<file path="config.mk">
export PLATFORM = sky130hd
export DESIGN_NAME = lfc_len_check
export DESIGN_NICKNAME = d
export VERILOG_FILES = /design/src/rtl/lfc_pkg.sv /design/src/rtl/lfc_byte_counter.sv /design/src/rtl/lfc_field_capture.sv /design/src/rtl/lfc_judge.sv /design/src/rtl/lfc_len_check.sv
export SDC_FILE = /design/constraint.sdc
export NUM_CORES = 1
export LEC_CHECK = 0
export ABC_AREA = 1
export BUFFER_PORTS_ARGS = -buffer_cell sky130_fd_sc_hd__buf_4
export CORE_ASPECT_RATIO = 0.5
export CORE_MARGIN = 4
export CORE_UTILIZATION = 35
export DETAILED_ROUTE_END_ITERATION = 6
export PLACE_DENSITY = 0.55
export SETUP_SLACK_MARGIN = 0.05
export SYNTH_ARGS = -nofsm -noshare
export SYNTH_HDL_FRONTEND = slang
export SYNTH_SLANG_ARGS = --single-unit
</file>
<file path="constraint.sdc">
create_clock -name clk -period 5.6 [get_ports clk]
set_input_delay 0.56 -clock clk [delete_from_list [all_inputs] [get_ports clk]]
set_output_delay 0.56 -clock clk [all_outputs]
set_load 0.005 [all_outputs]
</file>
<file path="src/rtl/lfc_pkg.sv">
package lfc_pkg;

   // Byte positions are counted from 0 at the first byte after the delimiter
   localparam int unsigned TAG_POS_HI  = 12;
   localparam int unsigned TAG_POS_LO  = 13;
   localparam int unsigned TAG_BYTES   = 4;
   localparam int unsigned HDR_UNTAG   = 14;
   localparam int unsigned HDR_TAGGED  = HDR_UNTAG + TAG_BYTES;

   // Capture view including the byte presented in the current cycle
   typedef struct packed {
      logic [15:0] field;
      logic        complete;
      logic        vlan;
   } lfc_cap_t;

endpackage

</file>
<file path="src/rtl/lfc_byte_counter.sv">
module lfc_byte_counter #(
   parameter int unsigned CNT_W = 16
) (
   input  logic             clk,
   input  logic             rst_n,
   input  logic             beat,
   input  logic             last,
   output logic [CNT_W-1:0] pos,
   output logic [CNT_W-1:0] total
);

   localparam logic [CNT_W-1:0] CNT_MAX = '1;

   // Count including the current byte, held at the ceiling once reached
   always_comb begin
      if (pos == CNT_MAX) total = CNT_MAX;
      else                total = pos + 1'b1;
   end

   always_ff @(posedge clk or negedge rst_n) begin
      if (!rst_n)    pos <= '0;
      else if (beat) pos <= last ? '0 : total;
   end

endmodule

</file>
<file path="src/rtl/lfc_field_capture.sv">
module lfc_field_capture
   import lfc_pkg::*;
#(
   parameter int unsigned CNT_W        = 16,
   parameter bit          VLAN_SUPPORT = 1'b1,
   parameter logic [15:0] TPID         = 16'h8100
) (
   input  logic             clk,
   input  logic             rst_n,
   input  logic             beat,
   input  logic             last,
   input  logic [CNT_W-1:0] pos,
   input  logic [CNT_W-1:0] total,
   input  logic [7:0]       data,
   input  logic             vlan_allow,
   output lfc_cap_t         cap
);

   localparam logic [CNT_W-1:0] P_HI   = CNT_W'(TAG_POS_HI);
   localparam logic [CNT_W-1:0] P_LO   = CNT_W'(TAG_POS_LO);
   localparam logic [CNT_W-1:0] P_VHI  = CNT_W'(TAG_POS_HI + TAG_BYTES);
   localparam logic [CNT_W-1:0] P_VLO  = CNT_W'(TAG_POS_LO + TAG_BYTES);
   localparam logic [CNT_W-1:0] N_UNT  = CNT_W'(HDR_UNTAG);
   localparam logic [CNT_W-1:0] N_TAG  = CNT_W'(HDR_TAGGED);

   logic [15:0] plain_q, plain_n;
   logic [15:0] inner_q, inner_n;
   logic        vlan_q,  vlan_n;

   always_comb begin
      plain_n = plain_q;
      if (beat && pos == P_HI) plain_n[15:8] = data;
      if (beat && pos == P_LO) plain_n[7:0]  = data;
   end

   generate
      if (VLAN_SUPPORT) begin : g_tag
         always_comb begin
            vlan_n  = vlan_q;
            inner_n = inner_q;
            if (beat && pos == P_LO)
               vlan_n = vlan_allow && ({plain_q[15:8], data} == TPID);
            if (beat && pos == P_VHI) inner_n[15:8] = data;
            if (beat && pos == P_VLO) inner_n[7:0]  = data;
         end
      end else begin : g_notag
         logic unused_tag;
         assign unused_tag = vlan_allow ^ (|inner_q) ^ vlan_q;
         always_comb begin
            vlan_n  = 1'b0;
            inner_n = '0;
         end
      end
   endgenerate

   always_comb begin
      cap.vlan     = vlan_n;
      cap.field    = vlan_n ? inner_n : plain_n;
      cap.complete = vlan_n ? (total >= N_TAG) : (total >= N_UNT);
   end

   always_ff @(posedge clk or negedge rst_n) begin
      if (!rst_n) begin
         plain_q <= '0;
         inner_q <= '0;
         vlan_q  <= 1'b0;
      end else if (beat && last) begin
         plain_q <= '0;
         inner_q <= '0;
         vlan_q  <= 1'b0;
      end else begin
         plain_q <= plain_n;
         inner_q <= inner_n;
         vlan_q  <= vlan_n;
      end
   end

endmodule

</file>
<file path="src/rtl/lfc_judge.sv">
module lfc_judge
   import lfc_pkg::*;
#(
   parameter int unsigned CNT_W      = 16,
   parameter int unsigned MIN_DATA   = 46,
   parameter int unsigned FCS_BYTES  = 4,
   parameter int unsigned TYPE_MIN   = 16'h0600,
   parameter bit          ACCEPT_PAD = 1'b1
) (
   input  lfc_cap_t         cap,
   input  logic [CNT_W-1:0] total,
   output logic             mismatch,
   output logic             is_type
);

   localparam int unsigned AW = (CNT_W > 16) ? CNT_W + 1 : 17;

   logic [AW-1:0] tot_w, need_w, dlen_w, fld_w;
   logic          room, exact, padded;

   always_comb begin
      tot_w  = AW'(total);
      need_w = cap.vlan ? AW'(HDR_TAGGED + FCS_BYTES) : AW'(HDR_UNTAG + FCS_BYTES);
      room   = tot_w >= need_w;
      dlen_w = tot_w - need_w;
      fld_w  = AW'(cap.field);
      exact  = room && (dlen_w == fld_w);
   end

   generate
      if (ACCEPT_PAD) begin : g_pad
         assign padded = room && (fld_w < AW'(MIN_DATA)) && (dlen_w == AW'(MIN_DATA));
      end else begin : g_nopad
         assign padded = 1'b0;
      end
   endgenerate

   always_comb begin
      is_type  = cap.complete && (cap.field >= 16'(TYPE_MIN));
      mismatch = !is_type && !(cap.complete && (exact || padded));
   end

endmodule

</file>
<file path="src/rtl/lfc_len_check.sv">
module lfc_len_check
   import lfc_pkg::*;
#(
   parameter int unsigned CNT_W        = 16,
   parameter int unsigned MIN_DATA     = 46,
   parameter int unsigned FCS_BYTES    = 4,
   parameter int unsigned TYPE_MIN     = 16'h0600,
   parameter bit          VLAN_SUPPORT = 1'b1,
   parameter bit          ACCEPT_PAD   = 1'b1
) (
   input  logic             clk,
   input  logic             rst_n,
   input  logic             in_valid,
   input  logic             in_last,
   input  logic [7:0]       in_data,
   input  logic             vlan_allow,
   output logic             stat_valid,
   output logic [CNT_W-1:0] stat_count,
   output logic [15:0]      stat_field,
   output logic             stat_mismatch,
   output logic             stat_is_vlan,
   output logic             stat_is_type
);

   generate
      if (CNT_W < 8 || CNT_W > 32) begin : g_bad_cnt
         $error("lfc_len_check: CNT_W must lie in 8..32");
      end
      if (TYPE_MIN > 16'hFFFF || TYPE_MIN <= MIN_DATA) begin : g_bad_type
         $error("lfc_len_check: TYPE_MIN must fit 16 bits and exceed MIN_DATA");
      end
      if (FCS_BYTES > 8) begin : g_bad_fcs
         $error("lfc_len_check: FCS_BYTES out of range");
      end
   endgenerate

   logic [CNT_W-1:0] pos, total;
   lfc_cap_t         cap;
   logic             mism, typ;
   logic             beat, fin;

   assign beat = in_valid;
   assign fin  = in_valid && in_last;

   lfc_byte_counter #(.CNT_W(CNT_W)) u_cnt (
      .clk   (clk),
      .rst_n (rst_n),
      .beat  (beat),
      .last  (in_last),
      .pos   (pos),
      .total (total)
   );

   lfc_field_capture #(
      .CNT_W        (CNT_W),
      .VLAN_SUPPORT (VLAN_SUPPORT)
   ) u_cap (
      .clk        (clk),
      .rst_n      (rst_n),
      .beat       (beat),
      .last       (in_last),
      .pos        (pos),
      .total      (total),
      .data       (in_data),
      .vlan_allow (vlan_allow),
      .cap        (cap)
   );

   lfc_judge #(
      .CNT_W      (CNT_W),
      .MIN_DATA   (MIN_DATA),
      .FCS_BYTES  (FCS_BYTES),
      .TYPE_MIN   (TYPE_MIN),
      .ACCEPT_PAD (ACCEPT_PAD)
   ) u_judge (
      .cap      (cap),
      .total    (total),
      .mismatch (mism),
      .is_type  (typ)
   );

   always_ff @(posedge clk or negedge rst_n) begin
      if (!rst_n) begin
         stat_valid    <= 1'b0;
         stat_count    <= '0;
         stat_field    <= '0;
         stat_mismatch <= 1'b0;
         stat_is_vlan  <= 1'b0;
         stat_is_type  <= 1'b0;
      end else begin
         stat_valid <= fin;
         if (fin) begin
            stat_count    <= total;
            stat_field    <= cap.field;
            stat_mismatch <= mism;
            stat_is_vlan  <= cap.vlan;
            stat_is_type  <= typ;
         end
      end
   end

endmodule

</file>
==> impl_metrics.sql <==
INSERT INTO impl_metrics (metric_group, metric, value, unit) VALUES
('status', 'outcome', 'finished clean', ''),
('setup_path', 'timing.critical_path.arrival', '4320', 'ps'),
('yosys', 'synthesis.area_per_instance', '6.54', 'um2'),
('cells_and_area', 'finish.net_count', '920', ''),
('power_and_ir_drop', 'switchingPower', '0.384', 'mW'),
('floorplanning', 'io-pin-count', '49', ''),
('clocking', 'cts_tree', 'built', ''),
('setup_path', 'r2r_startpoint', 'u_cnt.pos[11]', ''),
('cells_and_area', 'ant_cells', '0', ''),
('sta', 'finClkSkew', '10.7', 'ps'),
('clocking', 'clock_insertion_delay_worst_skew', '350', 'ps'),
('global_route', 'globalRouteMet3Util', '4.04', '%'),
('clocking', 'numCtsBuffers', '9', ''),
('global_route', 'global_route.usage.met2', '28.1', '%'),
('setup_path', 'rr_endpoint', 'stat_mismatch', ''),
('yosys', 'synth.ff_latch_count', '85', ''),
('global_route', 'layer_with_the_highest_usage_after_global_routing', 'met1', ''),
('yosys', 'ys_types', '35', ''),
('floorplanning', 'core_area', '15600', 'um2'),
('setup_path', 'critical_path.max_fanout', '20', ''),
('yosys', 'edff_count_synth', '0', ''),
('global_route', 'overflow', '0', ''),
('detailed_routing', 'detailroute.via_count', '5556', ''),
('global_route', 'grt_pass1_wl', '28700', 'um'),
('place', 'routabilityCongestion', '0.926', ''),
('cells_and_area', 'final-instance-count-excl-fill', '1110', ''),
('setup_path', 'worstRegToRegCells', '23', ''),
('place', 'postPlaceCellArea', '6130', 'um2'),
('setup_path', 'cp_data_required_time', '5850', 'ps'),
('floorplanning', 'rows', '32', ''),
('setup_path', 'critPathLaunchType', 'flip-flop', ''),
('global_route', 'grt_start_max_net_pins', '62', ''),
('global_route', 'grt_pass1_vias', '5423', ''),
('power_and_ir_drop', 'p_per_area', '226', 'nW/um2'),
('cells_and_area', 'layout.cells.most_common', 'sky130_fd_sc_hd__nand2_1', ''),
('min_path', 'min-delay-path-class', 'in -> async', ''),
('sta', 'post-route-period-util', '72.8', '%'),
('clocking', 'clock_tree.buffer_depth', '2', ''),
('clocking', 'cts_setup_buffers', '0', ''),
('power_and_ir_drop', 'sw_frac_of_total', '26.3', '%'),
('sta', 'final.setup.worst_slack', '1520', 'ps'),
('detailed_routing', 'drtAntennaViolNets', '0', ''),
('yosys', 'post-synth-top-area-fraction', '37.6', '%'),
('power_and_ir_drop', 'p_seq_share', '43.6', '%'),
('yosys', 'synth.yosys.seq_area_share', '37.6', '%'),
('place', 'port_buffers', '48', ''),
('cells_and_area', 'post-route-cell-area', '6460', 'um2'),
('flow_run', 'cap_viol_max_count', '0', ''),
('detailed_routing', 'avgViaCountPerCell', '5.01', ''),
('sta', 'timing_worst_slew_pin_value', '805', 'ps'),
('place', 'dp_hpwl', '13300', 'um'),
('place', 'placement.setup.worst_slack', '1630', 'ps'),
('clocking', 'cts-root-buf', 'sky130_fd_sc_hd__clkbuf_16', ''),
('floorplanning', 'start_util', '36.2', '%'),
('cells_and_area', 'drive_above_1_share', '12.4', '%'),
('yosys', 'synth.net_count', '884', ''),
('cells_and_area', 'area.growth.synth_to_final', '14.2', '%'),
('detailed_routing', 'drt-initial-drc-count', '411', ''),
('detailed_routing', 'final_routed_drc_violation_total', '0', ''),
('detailed_routing', 'wl_per_cell', '15.5', 'um'),
('yosys', 'synth.cell_area', '5660', 'um2'),
('place', 'dpl_cells', '1094', ''),
('cells_and_area', 'mostFrequentLayoutCells', '278 x sky130_fd_sc_hd__nand2_1, 115 x sky130_fd_sc_hd__inv_1, 111 x sky130_fd_sc_hd__nor2_1', ''),
('detailed_routing', 'first_pass_drt_iterations', '5', ''),
('sta', 'count_of_endpoints_failing_hold_in_the_final_timing_report', '0', ''),
('clocking', 'clock_transition_time_at_the_flip_flop_clock_pins_of_the_worst_setup_and_hold_paths', '70', 'ps'),
('setup_path', 'end_kind', 'flip-flop', ''),
('yosys', 'yosys_warnings', '0', ''),
('global_route', 'grt_antenna_before_repair', '0', ''),
('power_and_ir_drop', 'power.ir.vdd_worst', '120', 'uV'),
('yosys', 'ys.flop_type', 'sky130_fd_sc_hd__dfrtp_1', '');
[cells in the mapped netlist (all sizes together) (2+ instances only)]
library cell / count
o21a: 3
a21oi: 7
nand4: 10
ha: 5
inv: 124
clkbuf: 13
a31oi: 6
nor3: 4
buf: 14
nand3b: 2
clkinv: 2
nor2: 126
dfrtp: 85
nand3: 93
nand2: 291
o22ai: 15
o21ai: 60
[how the worst min path moves through the flow]
stage	to	start	cells past startpoint	slack, ps
detailed placement	stat_field[6]	stat_field[6]	2	480
floorplan	stat_count[0]	rst_n	0	260
finish	u_cnt.pos[8]	rst_n	1	160
global placement	stat_field[11]	stat_field[11]	2	470
global route	u_cnt.pos[8]	rst_n	1	210
CTS	u_cnt.pos[8]	rst_n	1	190
[flip-flops by register name, indices dropped and copies added, names as in the netlist]
| name | count |
|---|---|
| stat_mismatch | 1 |
| u_cnt.pos | 16 |
| u_cap.plain_q | 16 |
| stat_valid | 1 |
| stat_field | 16 |
| stat_is_type | 1 |
| stat_is_vlan | 1 |
| u_cap.vlan_q | 1 |
| stat_count | 16 |
| u_cap.inner_q | 16 |
[power by group through the flow]
stage               registers, mW  clock network [mW]  logic (mW)
finish                      0.638               0.679       0.145
global route                0.640               0.719       0.167
CTS                         0.638               0.695       0.147
detailed placement          0.650                   0       0.147
global placement            0.649                   0       0.146
floorplan                   0.647                   0      0.0857
[cell type report]
type / instances / area (um2)
clock buffers: 9 / 225
clock inverters: 7 / 105
fillers: 1673 / 9150
inverters: 126 / 473
multi-input cells: 627 / 2890
flip-flops and latches: 85 / 2130
well taps: 204 / 255
repair buffers: 52 / 390
[worst max-delay path, stage by stage (launching register included)]
cell and delay, ps:
sky130_fd_sc_hd__dfrtp_1 460, sky130_fd_sc_hd__nor2_1 130, sky130_fd_sc_hd__nand2_1 70, sky130_fd_sc_hd__nor2_2 120, sky130_fd_sc_hd__buf_4 260, sky130_fd_sc_hd__nand3_1 220
sky130_fd_sc_hd__inv_1 100, sky130_fd_sc_hd__nand2_1 50, sky130_fd_sc_hd__nand2_1 540, sky130_fd_sc_hd__ha_1 380, sky130_fd_sc_hd__a21oi_1 180, sky130_fd_sc_hd__nand3_1 130
sky130_fd_sc_hd__nand2_1 180, sky130_fd_sc_hd__nand2_1 140, sky130_fd_sc_hd__nor2_2 150, sky130_fd_sc_hd__inv_2 50, sky130_fd_sc_hd__nor2_1 150, sky130_fd_sc_hd__nand2_1 90
sky130_fd_sc_hd__a21oi_1 240, sky130_fd_sc_hd__nand3_1 110, sky130_fd_sc_hd__nand2_1 70, sky130_fd_sc_hd__nand2_1 40, sky130_fd_sc_hd__nand2_1 60, sky130_fd_sc_hd__nand2_1 50
[routing by layer]
metal	routed length [um]	share of wire, %
met1	9050	53
met2	7090	41
met3	812	4.7
met4	286	1.7
met5	0	0
[per-stage QoR]
stage                     utilization [%]  power [mW]
after floorplan                         -       0.733
after global placement               39.3       0.795
after detailed placement             39.3       0.796
after CTS                            41.4        1.48
after global routing                 41.4        1.53
final                                41.4        1.46
[logic make-up after synthesis]
group                    share of synthesized area (%)
AO/OA/AOI/OAI                                     9.04
AND/OR/NAND/NOR                                   40.3
adder cells (fa/ha/maj)                           1.46
XOR/XNOR                                         0.155
flip-flops                                        37.6
buffers and inverters                             11.4
Power figures use the tool's default switching activity.
